`config.mk`:
```
export PLATFORM = sky130hd
export DESIGN_NAME = irq_entry_seq
export DESIGN_NICKNAME = d
export VERILOG_FILES = /design/src/rtl/irq_seq_pkg.sv /design/src/rtl/irq_seq_accept.sv /design/src/rtl/irq_seq_fsm.sv /design/src/rtl/irq_seq_arch.sv /design/src/rtl/irq_entry_seq.sv
export SDC_FILE = /design/constraint.sdc
export NUM_CORES = 1
export LEC_CHECK = 0
export BUFFER_PORTS_ARGS = -buffer_cell sky130_fd_sc_hd__buf_4
export CAP_MARGIN = 20
export CORE_UTILIZATION = 48
export DETAILED_ROUTE_END_ITERATION = 16
export PLACE_DENSITY = 0.82
export SLEW_MARGIN = 25
export SYNTH_ARGS = -nofsm -noshare
export SYNTH_HDL_FRONTEND = slang
export SYNTH_HIERARCHICAL = 1
export SYNTH_SLANG_ARGS = --single-unit
export TNS_END_PERCENT = 20
```
`constraint.sdc`:
```
create_clock -name clk -period 2 [get_ports clk]
set_input_delay 0.2 -clock clk [delete_from_list [all_inputs] [get_ports clk]]
set_output_delay 0.2 -clock clk [all_outputs]
set_load 0.02 [all_outputs]
```
`src/rtl/irq_seq_pkg.sv`:
```
package irq_seq_pkg;

    // Status word field positions and mode codes
    localparam int          MODE_W   = 5;
    localparam int          BIT_T    = 5;
    localparam int          BIT_F    = 6;
    localparam int          BIT_I    = 7;
    localparam logic [4:0]  MODE_IRQ = 5'b10010;
    localparam logic [4:0]  MODE_SVC = 5'b10011;

    typedef enum logic {
        ST_THREAD  = 1'b0,
        ST_HANDLER = 1'b1
    } seq_state_e;

    typedef enum logic [1:0] {
        ACT_NONE   = 2'd0,
        ACT_ENTER  = 2'd1,
        ACT_RETURN = 2'd2
    } seq_action_e;

endpackage

```
`src/rtl/irq_seq_accept.sv`:
```
module irq_seq_accept
    import irq_seq_pkg::*;
(
    input  logic        irq_req,
    input  logic        insn_boundary,
    input  logic        eret_cmd,
    input  logic        irq_masked,
    input  logic        in_handler,
    output seq_action_e action
);

    logic ret_ok;
    logic enter_ok;

    assign ret_ok   = eret_cmd && in_handler;
    assign enter_ok = irq_req && insn_boundary && !irq_masked;

    // A return always wins; the request stays pending outside the core
    always_comb begin
        if (ret_ok)
            action = ACT_RETURN;
        else if (enter_ok)
            action = ACT_ENTER;
        else
            action = ACT_NONE;
    end

endmodule

```
`src/rtl/irq_seq_fsm.sv`:
```
module irq_seq_fsm
    import irq_seq_pkg::*;
(
    input  logic        clk,
    input  logic        rst_n,
    input  seq_action_e action,
    output logic        in_handler
);

    seq_state_e state_q;
    seq_state_e state_d;

    always_ff @(posedge clk or negedge rst_n) begin
        if (!rst_n)
            state_q <= ST_THREAD;
        else
            state_q <= state_d;
    end

    always_comb begin
        state_d = state_q;
        unique case (state_q)
            ST_THREAD: begin
                if (action == ACT_ENTER)
                    state_d = ST_HANDLER;          // ENTER
            end
            ST_HANDLER: begin
                if (action == ACT_RETURN)
                    state_d = ST_THREAD;           // RETURN
                else if (action == ACT_ENTER)
                    state_d = ST_HANDLER;          // NEST
            end
            default: state_d = ST_THREAD;
        endcase
    end

    always_comb begin
        in_handler = (state_q == ST_HANDLER);
    end

endmodule

```
`src/rtl/irq_seq_arch.sv`:
```
module irq_seq_arch
    import irq_seq_pkg::*;
#(
    parameter int           XLEN   = 32,
    parameter logic [XLEN-1:0] VECTOR = 32'h0000_0018
) (
    input  logic            clk,
    input  logic            rst_n,
    input  seq_action_e     action,
    input  logic            stat_we,
    input  logic [XLEN-1:0] stat_wdata,
    input  logic            pc_we,
    input  logic [XLEN-1:0] pc_wdata,
    input  logic [XLEN-1:0] eret_addr,
    output logic [XLEN-1:0] status,
    output logic [XLEN-1:0] saved,
    output logic [XLEN-1:0] link,
    output logic [XLEN-1:0] pc,
    output logic            taken
);

    localparam logic [XLEN-1:0] RESET_STATUS =
        {{(XLEN-8){1'b0}}, 1'b1, 1'b1, 1'b0, MODE_SVC};

    logic [XLEN-1:0] entry_status;

    always_comb begin
        entry_status               = status;
        entry_status[MODE_W-1:0]   = MODE_IRQ;
        entry_status[BIT_T]        = 1'b0;
        entry_status[BIT_F]        = 1'b1;
        entry_status[BIT_I]        = 1'b1;
    end

    always_ff @(posedge clk or negedge rst_n) begin
        if (!rst_n) begin
            status <= RESET_STATUS;
            saved  <= '0;
            link   <= '0;
            pc     <= '0;
            taken  <= 1'b0;
        end else begin
            taken <= (action == ACT_ENTER);
            unique case (action)
                ACT_ENTER: begin
                    saved  <= status;
                    status <= entry_status;
                    link   <= pc;
                    pc     <= VECTOR;
                end
                ACT_RETURN: begin
                    status <= saved;
                    pc     <= eret_addr;
                end
                default: begin
                    if (stat_we)
                        status <= stat_wdata;
                    if (pc_we)
                        pc <= pc_wdata;
                end
            endcase
        end
    end

endmodule

```
`src/rtl/irq_entry_seq.sv`:
```
module irq_entry_seq
    import irq_seq_pkg::*;
#(
    parameter int              XLEN   = 32,
    parameter logic [XLEN-1:0] VECTOR = 32'h0000_0018
) (
    input  logic            clk,
    input  logic            rst_n,
    input  logic            irq_req,
    input  logic            insn_boundary,
    input  logic            eret_cmd,
    input  logic [XLEN-1:0] eret_addr,
    input  logic            stat_we,
    input  logic [XLEN-1:0] stat_wdata,
    input  logic            pc_we,
    input  logic [XLEN-1:0] pc_wdata,
    output logic [XLEN-1:0] status_o,
    output logic [XLEN-1:0] saved_status_o,
    output logic [XLEN-1:0] link_o,
    output logic [XLEN-1:0] pc_o,
    output logic            taken_o,
    output logic            handler_active_o
);

    seq_action_e action;
    logic        in_handler;

    irq_seq_accept u_accept (
        .irq_req       (irq_req),
        .insn_boundary (insn_boundary),
        .eret_cmd      (eret_cmd),
        .irq_masked    (status_o[BIT_I]),
        .in_handler    (in_handler),
        .action        (action)
    );

    irq_seq_fsm u_fsm (
        .clk        (clk),
        .rst_n      (rst_n),
        .action     (action),
        .in_handler (in_handler)
    );

    irq_seq_arch #(
        .XLEN   (XLEN),
        .VECTOR (VECTOR)
    ) u_arch (
        .clk        (clk),
        .rst_n      (rst_n),
        .action     (action),
        .stat_we    (stat_we),
        .stat_wdata (stat_wdata),
        .pc_we      (pc_we),
        .pc_wdata   (pc_wdata),
        .eret_addr  (eret_addr),
        .status     (status_o),
        .saved      (saved_status_o),
        .link       (link_o),
        .pc         (pc_o),
        .taken      (taken_o)
    );

    assign handler_active_o = in_handler;

endmodule

```
# ---- Word-level counts from Yosys, hierarchy flattened
# Index checks and enable logic that the tools add are counted.
dict set report word_totals {
  word_cells 28
  ff_bits 130
  out_inout_bits 130
}
dict set report op_classes {
  eq_ne 2
  muxes 9
  n_reduce_logical 8
  bitwise_logic 2
}
# operator n
set op_table {}
lappend op_table {{$pmux W32 S2} 2}
lappend op_table {{$mux W32} 2}
lappend op_table {{$reduce_bool A3 Y1} 2}
lappend op_table {{$logic_and A1 B1 Y1} 3}
lappend op_table {{$mux W1} 3}
lappend op_table {{$eq A2 B1 Y1 const B} 1}
lappend op_table {{$eq A2 B2 Y1 const B} 1}
lappend op_table {{$mux W2} 1}
lappend op_table {{$not A1 Y1} 2}
lappend op_table {{$pmux W1 S2} 1}
lappend op_table {{$reduce_and A2 Y1} 1}
lappend op_table {{$reduce_bool A2 Y1} 1}
lappend op_table {{$logic_not A1 Y1} 1}

# ---- Longest topological paths before layout
dict set report logic_depth {
  depth_word 7
  mapped_depth 9
  depth_no_buf 7
}

# ---- Hierarchy
# The synthesis kept the hierarchy.
# module area_each_um2 cells_each n_inst seq_area_each_um2
set by_module_without_submodules {}
lappend by_module_without_submodules {irq_seq_arch 5531.6 499 1 3234.4}
lappend by_module_without_submodules {irq_seq_fsm 40.0 3 1 25.0}
lappend by_module_without_submodules {irq_seq_accept 30.0 4 1 0.0}

# ---- Worst setup path before layout
# No wires, ideal clock.
dict set report synth_timing {
  path_kind {reg2reg}
  startpoint {reg u_fsm.state_q (netlist: u_fsm/in_handler)}
  endpoint {reg u_arch.pc[3]}
  n_path_buf 1
  path_stages_with_launch 9
  arrival_ns 1.867
  slack_ns 0.010
  synth_period_minus_slack_ns 1.990
  setup_ns 0.123
  cell_sequence {dfrtp_1 and2_4 nor3_2 inv_1 ha_1 or2_2 clkbuf_1 o22ai_1 a21oi_1}
}
dict set report synth_between {
  elab_chain_cells 4
  elab_cells_between_ends 6
  cone_classes {eq/ne (2); mux (2); reduce/logical (2)}
}
# item line
set synth_lines {}
lappend synth_lines {{from (decl)} irq_seq_fsm.sv:10} ;# seq_state_e state_q;
lappend synth_lines {{from (signal assigned)} irq_seq_fsm.sv:17} ;# state_q <= state_d;
lappend synth_lines {{$logic_and A1 B1 Y1 (*)} irq_seq_accept.sv:15} ;# assign ret_ok = eret_cmd && in_handler;
lappend synth_lines {{via u_accept.ret_ok} irq_seq_accept.sv:12} ;# logic ret_ok;
lappend synth_lines {{$mux W2 (*)} irq_seq_accept.sv:20} ;# if (ret_ok)
lappend synth_lines {{via action[0]} irq_entry_seq.sv:25} ;# seq_action_e action;
lappend synth_lines {{$eq A2 B2 Y1 or $eq A2 B1 Y1 (tied branches)} irq_seq_arch.sv:44} ;# unique case (action)
lappend synth_lines {{$pmux W32 S2 or $reduce_bool A3 Y1 (tied branches)} n/a}
lappend synth_lines {{to (signal assigned)} irq_seq_arch.sv:53} ;# pc <= eret_addr;
lappend synth_lines {{to (signal assigned)} irq_seq_arch.sv:59} ;# pc <= pc_wdata;
lappend synth_lines {{to (decl)} irq_seq_arch.sv:18} ;# output logic [XLEN-1:0] pc,
# Mark *: on every way through the listed nets, which the timed path passes. The rest lies on a longest branch.
# A chain may end at the register's enable or synchronous reset.

# ---- Final worst setup path
dict set report layout_timing {
  startpoint {reg u_fsm.state_q (netlist: u_fsm/in_handler)}
  endpoint {reg u_arch.pc[10]}
}
dict set report layout_between {
  elab_chain_cells 4
  elab_cells_between_ends 6
  cone_classes {eq/ne (2); mux (2); reduce/logical (2)}
}
# item line
set layout_lines {}
lappend layout_lines {{$logic_and A1 B1 Y1 (*)} irq_seq_accept.sv:15}
lappend layout_lines {{$mux W2 (*)} irq_seq_accept.sv:20}
lappend layout_lines {{via action[1]} irq_entry_seq.sv:25}
lappend layout_lines {{$eq A2 B2 Y1 or $eq A2 B1 Y1 (tied branches)} irq_seq_arch.sv:44}
lappend layout_lines {{$pmux W32 S2 or $reduce_bool A3 Y1 (tied branches)} n/a}
# Marked as above.

==> results.toml <==
[run_status]
status = "completed"

[layout]
fin_util_pct = 71.4
area_growth_pct = 45.6
fin_cells = 892
nets = 844
diodes = 0
multiInputGateArea_sq_um = 2130
final.fill_count = 801
drive_gt1_share_pct = 48.6
stdcell_area_sq_um = 8160
seqCellArea_sq_um = 3260

[sta]
layout_setup_ws_ps = 112
setup_viol = 0
clock.fmax_mhz = 530
drv_slew = 0
hold_viol = 0
grt_setup_unrepaired = "false"
fin_crit_sh_pct = 94.4
worst-slew-pin-transition_ps = 609
period_needed_ps = 1890
fin_skew_ps = 5.62
maxSlewHeadroom_pct = 59.4

[synth]
synth_mux_area_share_pct = 12.9
synthXorXnorAreaFrac_pct = 0
synth_cells = 506
synth_top_area_cell = "dfrtp_1"
synth_flop_cell = "dfrtp_1"
synth.area.top_cells = "dfrtp_1 (56%), mux2_2 (13%), a31oi_1 (6.5%)"
synth-seq-area-share_pct = 58.2
synth_adder_area_share_pct = 0.648
synthSimpleGateAreaFrac_pct = 13.7
synth_top_family_by_area = "simple AND/OR/NAND/NOR gates"
yosysMostFrequentCell = "dfrtp_1"
synth.distinct_cells = 25
synth.net_count = 611
ys_ff_latch = 130
synth_top_cell_area_share_pct = 55.8
synthArstFlopShare_pct = 100
syn_area_sq_um = 5600
ys.warnings.count = 6
synthTopCellsByCount = "dfrtp_1 (125), mux2_2 (64), nand2_1 (59), a31oi_1 (58), nor2_1 (40)"
syn_area_per_cell_sq_um = 11.1
synth_edf_count = 0
synth_compound_area_share_pct = 9.96

[global_route]
grt-ovfl-total = 0
track_usage_pct = 27.2
grt_pass1_wl_um = 24500
grt_pass1_vias = 4886
grt_max_degree = 49
grt_antenna_before_repair = 0

[worst_hold_path]
whs_path_depth = 3
hold_path_end = "u_arch/status[0]$_DFFE_PN1P_"
min_from = "stat_wdata[0]"
hold_class = "input pin to flip-flop"

[routing]
postRouteWirelength_um = 16000
vias_per_cell = 5.51
drcViolationCount = 0
wl_per_cell_um = 17.9
drt-pass1-iter-count = 5
ant_nets = 0
drtIter0Drc = 357
dr_total_vias = 4919

[power_and_ir_drop]
p_clk_share_pct = 20.3
powerDensity_nw_per_um2 = 1700
swShare_pct = 38.9
seqPwrFrac_pct = 34.3
p_leak_nw = 3.85
p_switching_mw = 5.41
intPower_mw = 8.49
irDropWorstVdd_uv = 1020
pwr-share-comb_pct = 45.3

[worst_setup_path]
arrival_ps = 2170
required_ps = 2290
cp-end-kind = "flip-flop"
r2r_cells = 8
criticalPathCategory = "flip-flop to flip-flop"
timing.rr.end = "u_arch/pc[10]$_DFFE_PN0P_"
cp_max_fo = 32
reg2reg_setup_slack_ps = 110
start_kind = "flip-flop"
rr_startpoint = "u_fsm/in_handler$_DFF_PN0_"

[clock_tree]
cts_buffers = 17
cts.path.max_buffers = 2
cts.sinks = 130
post_cts_buffers = 0
cts_root_buf = "clkbuf_16"
clock_latency_ps = 410
h-tree-depth = 4
cts_tree = "done"
clk_pin_slew_ps = 50

[floorplanning]
die_h_um = 110
start_util_pct = 49.1
die_w_um = 110
fp-row-count = 39
dieArea_sq_um = 12100
core_sq_um = 11400
ioPinCount = 233

[flow_run]
drv_cap = 0

[placement]
dp.cells = 861
place_congestion = 0.771
place_ws_ps = -34.4
port-buffer-count = 232
dp.final_hpwl_um = 10900
dpl-instance-area_sq_um = 7530
-- worst max-delay path by stage --
| stage | from | endpoint | slack, ps | cells after the start |
|---|---|---|---|---|
| 4_1_cts | u_fsm/in_handler$_DFF_PN0_ | u_arch/status[17]$_DFFE_PN0P_ | 10 | 8 |
| 2_1_floorplan | u_fsm/in_handler$_DFF_PN0_ | u_arch/pc[3]$_DFFE_PN0P_ | 10 | 8 |
| 3_3_place_gp | u_fsm/in_handler$_DFF_PN0_ | u_arch/pc[8]$_DFFE_PN0P_ | 40 | 8 |
| 5_1_grt | u_fsm/in_handler$_DFF_PN0_ | u_arch/status[3]$_DFFE_PN0P_ | 30 | 9 |
| 6_report | u_fsm/in_handler$_DFF_PN0_ | u_arch/pc[10]$_DFFE_PN0P_ | 110 | 8 |
| 3_5_place_dp | u_fsm/in_handler$_DFF_PN0_ | u_arch/pc[18]$_DFFE_PN0P_ | -30 | 8 |
-- registers in the layout, indices dropped and copies added, names as in the netlist --
name              flops
u_arch/taken          1
u_arch/link          32
u_arch/saved         32
u_arch/pc            32
u_fsm/in_handler      1
u_arch/status        32
-- per-layer routing --
| layer | up-vias | share of wire, % | track usage [%] |
|---|---|---|---|
| li1 | 2228 | - | - |
| met1 | 2388 | 38 | 31.7 |
| met2 | 267 | 50 | 45.4 |
| met3 | 36 | 9.3 | 8.52 |
| met4 | 0 | 2.7 | 13.0 |
| met5 | - | 0 | 0 |
-- area by class of cell --
cell class	instances	share of cell area (%)
clock buffers	23	5.86
clock inverters	6	0.706
inverters	4	0.184
multi-input cells	330	26.2
flip-flops and latches	130	40.0
well taps	143	2.19
repair buffers	256	25.0
-- worst max-delay path: stages, from the launching register on --
cell and delay (ps):
dfrtp_1 370, and2_4 150, nor3_4 170, inv_2 70, ha_4 170, or3_4 420
buf_12 190, nor2_1 160, a31oi_2 50
-- power groups by stage --
stage	combinational (mW)	sequential (mW)	clock [mW]
finish	6.30	4.77	2.83
CTS	6.28	4.77	2.87
detailed placement	6.19	4.79	0
global route	6.72	4.93	3.00
global placement	6.04	4.71	0
floorplan	1.97	6.08	0
-- what timing repair did --
item / 4_1_cts / 5_1_grt
resized for setup: 3 / 10
hold buffers: 1 / 0
pin swaps: 0 / 1
endpoints found under the hold margin: 40 / 0
endpoints found under the setup margin: 44 / 63
gates cloned: 1 / 0
-- per-stage QoR --
stage               TNS [ps]  total power [mW]  hold slack [ps]
floorplan                  0              8.05            -95.6
global placement           0              10.8              240
detailed placement      -279              11.0              248
CTS                        0              13.9             33.3
global route               0              14.6             53.5
finish                     0              13.9             54.6
-- logic make-up (layout without fill, tap and decap cells) --
family,count (synthesis),count (layout)
buf+inv,46,289
flops,130,130
mux,64,64
simple gates,168,168
fa+ha+maj,3,3
compound gates,95,95
-- placed cells by master (no fill, tap or decap), types with 2 or more instances in the layout --
cell	instances
and2_1	30
nand3_1	34
a21oi_1	6
clkbuf_1	3
inv_2	2
mux2_2	64
inv_1	2
clkbuf_16	17
a31oi_1	55
o22ai_1	6
clkbuf_8	3
buf_12	7
nor2_1	39
dfstp_2	5
clkinv_2	4
o21ai_0	24
nand2_1	59
buf_4	246
a31oi_2	3
dfrtp_1	125
Note: power is estimated with default switching activity, not from simulation.
